==> src/rtl/hsb_pkg.sv <==
package hsb_pkg;
   typedef enum logic [1:0] {
      SQ_OFF    = 2'd0,
      SQ_INIT   = 2'd1,
      SQ_ARMED  = 2'd2,
      SQ_LINKED = 2'd3
   } seq_state_e;

   typedef enum logic [1:0] {
      LN_IDLE = 2'd0,
      LN_A2B  = 2'd1,
      LN_B2A  = 2'd2
   } lane_state_e;

   localparam int NUM_LINES    = 4;
   localparam int NUM_LANES    = 2;
   localparam int IDX_CARD_SDA = 0;
   localparam int IDX_CARD_SCL = 1;
   localparam int IDX_BP_SDA   = 2;
   localparam int IDX_BP_SCL   = 3;
endpackage

==> src/rtl/hsb_sync.sv <==
module hsb_sync #(
   parameter int WIDTH  = 4,
   parameter int STAGES = 2
) (
   input  logic             clk,
   input  logic             rst_n,
   input  logic [WIDTH-1:0] din,
   output logic [WIDTH-1:0] dout
);
   logic [WIDTH-1:0] chain [STAGES];

   always_ff @(posedge clk or negedge rst_n) begin
      if (!rst_n) chain[0] <= '1;
      else        chain[0] <= din;
   end

   for (genvar s = 1; s < STAGES; s++) begin : g_stage
      always_ff @(posedge clk or negedge rst_n) begin
         if (!rst_n) chain[s] <= '1;
         else        chain[s] <= chain[s-1];
      end
   end

   assign dout = chain[STAGES-1];
endmodule

==> src/rtl/hsb_seq.sv <==
module hsb_seq
   import hsb_pkg::*;
#(
   parameter int INIT_CYCLES = 8,
   parameter int IDLE_CYCLES = 20
) (
   input  logic                 clk,
   input  logic                 rst_n,
   input  logic                 pwr_good,
   input  logic                 enable,
   input  logic [NUM_LINES-1:0] bus_hi,
   output logic                 link_on,
   output logic                 prechg_en
);
   localparam int MAXC = (INIT_CYCLES > IDLE_CYCLES) ? INIT_CYCLES : IDLE_CYCLES;
   localparam int CW   = $clog2(MAXC + 1);
   localparam logic [CW-1:0] INIT_LAST = CW'(INIT_CYCLES - 1);
   localparam logic [CW-1:0] IDLE_LAST = CW'(IDLE_CYCLES - 1);

   seq_state_e    state, nxt;
   logic [CW-1:0] init_cnt, idle_cnt;
   logic          sda_prev;
   logic          all_hi, stop_seen, idle_done, init_done;

   assign all_hi    = &bus_hi;
   assign init_done = (init_cnt == INIT_LAST);
   assign idle_done = all_hi && (idle_cnt == IDLE_LAST);
   assign stop_seen = (state == SQ_ARMED) && !sda_prev && all_hi
                      && bus_hi[IDX_CARD_SDA] && bus_hi[IDX_CARD_SCL];

   always_comb begin
      nxt = state;
      if (!pwr_good || !enable) begin
         nxt = SQ_OFF;
      end else begin
         case (state)
            SQ_OFF:    nxt = SQ_INIT;
            SQ_INIT:   if (init_done) nxt = SQ_ARMED;
            SQ_ARMED:  if (idle_done || stop_seen) nxt = SQ_LINKED;
            SQ_LINKED: nxt = SQ_LINKED;
            default:   nxt = SQ_OFF;
         endcase
      end
   end

   always_ff @(posedge clk or negedge rst_n) begin
      if (!rst_n) begin
         state    <= SQ_OFF;
         init_cnt <= '0;
         idle_cnt <= '0;
         sda_prev <= 1'b1;
      end else begin
         state    <= nxt;
         init_cnt <= (state == SQ_INIT && nxt == SQ_INIT) ? init_cnt + 1'b1 : '0;
         idle_cnt <= (state == SQ_ARMED && all_hi) ? idle_cnt + 1'b1 : '0;
         sda_prev <= (state == SQ_ARMED) ? bus_hi[IDX_CARD_SDA] : 1'b1;
      end
   end

   assign link_on   = (state == SQ_LINKED);
   assign prechg_en = (state == SQ_INIT) || (state == SQ_ARMED);

   a_r1_pwr_off: assert property (@(posedge clk) disable iff (!rst_n)
      !pwr_good |=> (!link_on && !prechg_en));
   a_r2_enable_off: assert property (@(posedge clk) disable iff (!rst_n)
      !enable |=> (!link_on && !prechg_en));
   a_r3_prechg_start: assert property (@(posedge clk) disable iff (!rst_n)
      (!link_on && !prechg_en && pwr_good && enable) |=> prechg_en);
   a_r8_prechg_handoff: assert property (@(posedge clk) disable iff (!rst_n)
      $rose(link_on) |-> ($past(prechg_en) && !prechg_en));
   a_r6_join_all_high: assert property (@(posedge clk) disable iff (!rst_n)
      $rose(link_on) |-> $past(&bus_hi));
   a_r7_join_from_armed: assert property (@(posedge clk) disable iff (!rst_n)
      $rose(link_on) |-> $past(state == SQ_ARMED));
endmodule

==> src/rtl/hsb_lane.sv <==
module hsb_lane
   import hsb_pkg::*;
#(
   parameter int BLANK_CYCLES = 3
) (
   input  logic clk,
   input  logic rst_n,
   input  logic active,
   input  logic a_hi,
   input  logic b_hi,
   output logic drive_a,
   output logic drive_b
);
   localparam int BW = $clog2(BLANK_CYCLES + 1);
   localparam logic [BW-1:0] BLANK_LOAD = BW'(BLANK_CYCLES);

   lane_state_e   st, st_n;
   logic [BW-1:0] blank_a, blank_b;
   logic          load_a, load_b, a_low_seen, b_low_seen;

   assign a_low_seen = !a_hi && (blank_a == '0);
   assign b_low_seen = !b_hi && (blank_b == '0);

   always_comb begin
      st_n   = st;
      load_a = 1'b0;
      load_b = 1'b0;
      case (st)
         LN_IDLE: begin
            if (a_low_seen)      st_n = LN_A2B;
            else if (b_low_seen) st_n = LN_B2A;
         end
         LN_A2B: if (a_hi) begin st_n = LN_IDLE; load_b = 1'b1; end
         LN_B2A: if (b_hi) begin st_n = LN_IDLE; load_a = 1'b1; end
         default: st_n = LN_IDLE;
      endcase
   end

   always_ff @(posedge clk or negedge rst_n) begin
      if (!rst_n) begin
         st      <= LN_IDLE;
         blank_a <= '0;
         blank_b <= '0;
      end else if (!active) begin
         st      <= LN_IDLE;
         blank_a <= '0;
         blank_b <= '0;
      end else begin
         st      <= st_n;
         blank_a <= load_a ? BLANK_LOAD : ((blank_a != '0) ? blank_a - 1'b1 : '0);
         blank_b <= load_b ? BLANK_LOAD : ((blank_b != '0) ? blank_b - 1'b1 : '0);
      end
   end

   assign drive_a = (st == LN_B2A);
   assign drive_b = (st == LN_A2B);

   a_r9_drive_b_cause: assert property (@(posedge clk) disable iff (!rst_n)
      $rose(drive_b) |-> $past(!a_hi));
   a_r9_drive_a_cause: assert property (@(posedge clk) disable iff (!rst_n)
      $rose(drive_a) |-> $past(!b_hi));
   a_r11_hold_b: assert property (@(posedge clk) disable iff (!rst_n)
      (active && drive_b && !a_hi) |=> (drive_b || !active));
   a_r11_hold_a: assert property (@(posedge clk) disable iff (!rst_n)
      (active && drive_a && !b_hi) |=> (drive_a || !active));
endmodule

==> src/rtl/hotswap_link_ctrl.sv <==
module hotswap_link_ctrl
   import hsb_pkg::*;
#(
   parameter int INIT_CYCLES = 8,
   parameter int IDLE_CYCLES = 20,
   parameter int SYNC_STAGES = 2
) (
   input  logic clk,
   input  logic rst_n,
   input  logic pwr_good,
   input  logic enable,
   input  logic card_sda_i,
   input  logic card_scl_i,
   input  logic bp_sda_i,
   input  logic bp_scl_i,
   output logic link_on,
   output logic prechg_en,
   output logic card_sda_pd,
   output logic card_scl_pd,
   output logic bp_sda_pd,
   output logic bp_scl_pd
);
   localparam int BLANK_CYCLES = SYNC_STAGES + 1;

   if (INIT_CYCLES < 1) begin : g_bad_init
      $error("INIT_CYCLES must be at least 1");
   end
   if (IDLE_CYCLES < 2) begin : g_bad_idle
      $error("IDLE_CYCLES must be at least 2");
   end
   if (SYNC_STAGES < 2) begin : g_bad_sync
      $error("SYNC_STAGES must be at least 2");
   end

   logic [NUM_LINES-1:0] raw_lines, sync_lines;
   logic [NUM_LANES-1:0] pd_card, pd_bp;

   assign raw_lines[IDX_CARD_SDA] = card_sda_i;
   assign raw_lines[IDX_CARD_SCL] = card_scl_i;
   assign raw_lines[IDX_BP_SDA]   = bp_sda_i;
   assign raw_lines[IDX_BP_SCL]   = bp_scl_i;

   hsb_sync #(.WIDTH(NUM_LINES), .STAGES(SYNC_STAGES)) u_sync (
      .clk  (clk),
      .rst_n(rst_n),
      .din  (raw_lines),
      .dout (sync_lines)
   );

   hsb_seq #(.INIT_CYCLES(INIT_CYCLES), .IDLE_CYCLES(IDLE_CYCLES)) u_seq (
      .clk      (clk),
      .rst_n    (rst_n),
      .pwr_good (pwr_good),
      .enable   (enable),
      .bus_hi   (sync_lines),
      .link_on  (link_on),
      .prechg_en(prechg_en)
   );

   for (genvar l = 0; l < NUM_LANES; l++) begin : g_lane
      logic drv_card, drv_bp;
      hsb_lane #(.BLANK_CYCLES(BLANK_CYCLES)) u_lane (
         .clk    (clk),
         .rst_n  (rst_n),
         .active (link_on),
         .a_hi   (sync_lines[IDX_CARD_SDA + l]),
         .b_hi   (sync_lines[IDX_BP_SDA + l]),
         .drive_a(drv_card),
         .drive_b(drv_bp)
      );
      assign pd_card[l] = drv_card && link_on;
      assign pd_bp[l]   = drv_bp && link_on;
   end

   assign card_sda_pd = pd_card[0];
   assign card_scl_pd = pd_card[1];
   assign bp_sda_pd   = pd_bp[0];
   assign bp_scl_pd   = pd_bp[1];

   a_r2_pd_released: assert property (@(posedge clk) disable iff (!rst_n)
      !enable |=> !(card_sda_pd || card_scl_pd || bp_sda_pd || bp_scl_pd));
   a_r10_no_self_pair: assert property (@(posedge clk) disable iff (!rst_n)
      !(card_sda_pd && bp_sda_pd) && !(card_scl_pd && bp_scl_pd));
endmodule

==> config.mk <==
export PLATFORM = sky130hd
export DESIGN_NAME = hotswap_link_ctrl
export DESIGN_NICKNAME = d
export VERILOG_FILES = /design/src/rtl/hsb_pkg.sv /design/src/rtl/hsb_sync.sv /design/src/rtl/hsb_seq.sv /design/src/rtl/hsb_lane.sv /design/src/rtl/hotswap_link_ctrl.sv
export SDC_FILE = /design/constraint.sdc
export NUM_CORES = 1
export LEC_CHECK = 0
export BUFFER_PORTS_ARGS = -buffer_cell sky130_fd_sc_hd__buf_2
export CAP_MARGIN = 15
export CORE_MARGIN = 4
export CORE_UTILIZATION = 47
export CTS_CLUSTER_DIAMETER = 80
export DETAILED_ROUTE_END_ITERATION = 8
export GPL_TIMING_DRIVEN = 0
export PLACE_DENSITY = 0.66
export SYNTH_ARGS = -nofsm -noshare
export SYNTH_HDL_FRONTEND = slang
export SYNTH_SLANG_ARGS = --single-unit
==> constraint.sdc <==
create_clock -name clk -period 1.63 [get_ports clk]
set_input_delay 0.0815 -clock clk [delete_from_list [all_inputs] [get_ports clk]]
set_output_delay 0.0815 -clock clk [all_outputs]
set_load 0.005 [all_outputs]
==> results.sh <==
export IMPL_crit_type="flop to flop"
export IMPL_grt_ovfl_total=0
export IMPL_slowest_stage="dfrtp_1"
export IMPL_synth_compound_area_share_pct=9.45
export IMPL_finish_instance_area_um2=1830
export IMPL_seq_area_frac_synth_pct=57.5
export IMPL_num_vias=973
export IMPL_start_util_pct=51.1
export IMPL_slew_violations=0
export IMPL_areaGrowthSynthToFinish_pct=25.5
export IMPL_grtUsageTotal_pct=14.1
export IMPL_hold_class="input pin to asynchronous set/reset pin"
export IMPL_antenna_cells=0
export IMPL_drive_gt1_share_pct=30.8
export IMPL_cp_arrival_ns=1.82
export IMPL_cts_tree="done"
export IMPL_clock_latency_ns=0.33
export IMPL_yosys_area_share_adder_pct=6.01
export IMPL_p_comb_share_pct=4.8
export IMPL_cap_violations=0
export IMPL_slew_limit_headroom_pct=53.5
export IMPL_num_rows=19
export IMPL_synthXorXnorAreaFrac_pct=3.61
export IMPL_dr_pass1_iters=4
export IMPL_fmax_mhz=642
export IMPL_dp_slack_ns=-0.0274
export IMPL_nFillCells=210
export IMPL_design_core_area_um2=2850
export IMPL_post_route_util_pct=64.1
export IMPL_postSynthAreaPerCell_um2=11.7
export IMPL_cts_sinks=33
export IMPL_yosysUniqueCellTypes=27
export IMPL_period_share_pct=95.5
export IMPL_hold_violations=0
export IMPL_fin_worst_skew_ns=0.0132
export IMPL_grt_pass1_vias=1003
export IMPL_die_width_um=63.7
export IMPL_hold_slack_ns=0.321
export IMPL_path_max_fanout=5
export IMPL_grt_setup_unrepaired="true"
export IMPL_synthMuxAreaShare_pct=0
export IMPL_cts_htree_levels=2
export IMPL_drc=0
export IMPL_ant_nets=0
export IMPL_p_int_w=0.00120
export IMPL_startpoint_type="flop"
export IMPL_swShare_pct=22.4
export IMPL_dieArea_um2=4050
export IMPL_clk_transition_reported_paths_ns=0.12
export IMPL_place_area_um2=1560
export IMPL_grt_max_degree=34
export IMPL_synth_nets=139
export IMPL_setup_viol=0
export IMPL_p_clk_share_pct=40.3
export IMPL_routed_wl_um=2460
export IMPL_crit_buf_inv=2
export IMPL_cts_buffer_depth=2
export IMPL_avgRoutedWirePerCell_um=13.2
export IMPL_ys_seq_elements=33
export IMPL_cts_buffers_inserted=5
export IMPL_viasPerCell=5.20
export IMPL_syn_instance_count=124
export IMPL_p_leak_nw=0.794
export IMPL_vdd_ir_drop_worst_uv=837
export IMPL_p_seq_share_pct=54.9
export IMPL_switchingPower_w=0.000346
export IMPL_end_kind="flop"
export IMPL_setup_ws_ns=0.0731
export IMPL_cpLargestDelayFamily="compound AO/OA/AOI/OAI gates"
export IMPL_pin_count=14
export IMPL_netlist_area_um2=1460
export IMPL_root_buffer="clkbuf_4"
export IMPL_yosys_area_share_simple_pct=21.6
export IMPL_path_cells="buf_6, inv_6, ha_4, nand3_2, a211oi_2, o211ai_2, nor2_1"
export IMPL_synth_top_family_by_area="simple AND/OR/NAND/NOR gates"
export IMPL_grt_pass1_wl_um=4470
export IMPL_portBuffers=13
export IMPL_cpPeakStageDelay_ns=0.45
export IMPL_required_ns=1.89
export IMPL_gp_congestion=0.714
export IMPL_die_h_um=63.7
export IMPL_nets=170
export IMPL_powerDensity_nw_per_um2=846
export IMPL_worst_slew_pin_slew_ns=0.697
export IMPL_status="completed"
export IMPL_yosys_warnings=0
export IMPL_tns_ns=0
export IMPL_first_iter_violations=31
export IMPL_antenna_found_initial=0
export IMPL_finalCriticalPeriod_ns=1.56
==> final timing paths <==
kind / start / to / slack [ns] / depth (start not counted)
min in group clk: u_sync.chain[7] / u_sync.dout[3] / 0.36 / 0
min reg2reg: u_sync.chain[7] / u_sync.dout[3] / 0.36 / 0
max reg2reg: u_seq.state[0] / u_seq.init_cnt[4] / 0.07 / 7
min: rst_n / u_seq.idle_cnt[4] / 0.32 / 2
max: u_seq.state[0] / u_seq.init_cnt[4] / 0.07 / 7
max in group asynchronous: rst_n / u_seq.state[1] / 0.82 / 2
==> kinds of logic (layout without fill, tap and decap cells) <==
family | count (synthesis) | after routing
AND/OR/NAND/NOR | 56 | 56
flip-flops | 33 | 33
buffers and inverters | 7 | 39
AO/OA/AOI/OAI | 15 | 15
XOR/XNOR | 6 | 6
adder cells (fa/ha/maj) | 7 | 7
==> power by group through the flow <==
stage | Combinational [W] | Clock, W | Sequential [W]
after floorplan | 0.0000174 | 0 | 0.000860
after global placement | 0.0000449 | 0 | 0.000863
after detailed placement | 0.0000458 | 0 | 0.000863
after CTS | 0.0000666 | 0.000638 | 0.000847
after global routing | 0.0000849 | 0.000684 | 0.000851
final | 0.0000743 | 0.000623 | 0.000849
==> sequential cells by signal, indices dropped and copies added, names as in the netlist <==
register,flops
g_lane.u_lane.blank_a,4
g_lane.u_lane.blank_b,4
g_lane.u_lane.st,4
u_seq.idle_cnt,5
u_seq.init_cnt,5
u_seq.sda_prev,1
u_seq.state,2
u_sync.chain,4
u_sync.dout,4
==> per-layer routing <==
layer,vias to the layer above,track usage (%),share of wire [%]
met4,0,4.85,1.0
met5,-,0,0
met3,4,4.97,3.7
met2,12,23.6,50
li1,487,-,-
met1,470,16.7,45
==> synth_stat cells (all sizes together) <==
cell / instances / area, µm²
a211oi: 3 / 27.5
a21boi: 8 / 60.1
and3: 1 / 6.26
and3b: 4 / 35.0
and4bb: 1 / 16.3
buf: 1 / 5.00
clkbuf: 1 / 3.75
dfrtp: 24 / 601
dfstp: 9 / 236
ha: 7 / 87.6
inv: 5 / 18.8
nand2: 7 / 26.3
nand2b: 5 / 31.3
nand3: 5 / 25.0
nand3b: 4 / 30.0
nand4bb: 1 / 11.3
nor2: 19 / 71.3
nor3: 4 / 20.0
nor4b: 4 / 35.0
o211ai: 1 / 12.5
o21ai: 2 / 10.0
o41ai: 1 / 27.5
or2: 1 / 6.26
xnor2: 2 / 17.5
xor2: 4 / 35.0
==> stage by stage <==
stage	cells	power (W)
final	187	0.00155
after global routing	187	0.00162
after CTS	187	0.00155
after detailed placement	168	0.000909
after global placement	168	0.000908
after floorplan	124	0.000878
==> placed cells by master, fill, tap and decap left out, types with 2 or more instances in the layout <==
cell type,synthesis,final
xor2_1,4,4
buf_4,0,2
buf_6,0,2
nor3_1,4,4
nand3_1,5,4
a21boi_1,3,3
nand2_1,7,7
and3b_1,4,4
ha_1,7,3
inv_1,5,4
nand2b_1,5,5
a21boi_0,5,5
dfrtp_1,24,23
ha_4,0,3
dfstp_2,9,9
buf_2,1,13
dlygate4sd3_1,0,8
xnor2_1,2,2
nand3b_1,4,4
nor4b_1,4,4
a211oi_2,1,2
clkbuf_4,0,5
nor2_1,19,19
==> what timing repair did <==
action	CTS	global route
endpoints found under the setup margin	9	8
resized for setup	8	14
hold endpoints to repair	30	0
setup buffers	3	1
hold buffers	8	0
pin swaps	2	8
==> layout make-up <==
type	instances	area [µm²]	share of cell area, %
flip-flops and latches	33	838	45.9
multi-input cells	84	646	35.3
repair buffers	25	183	9.99
clock inverters	3	46.3	2.53
well taps	31	38.8	2.12
clock buffers	5	37.5	2.05
inverters	5	23.8	1.30
plain buffers	1	15.0	0.821
No activity file was read; power rests on OpenSTA's default activity.
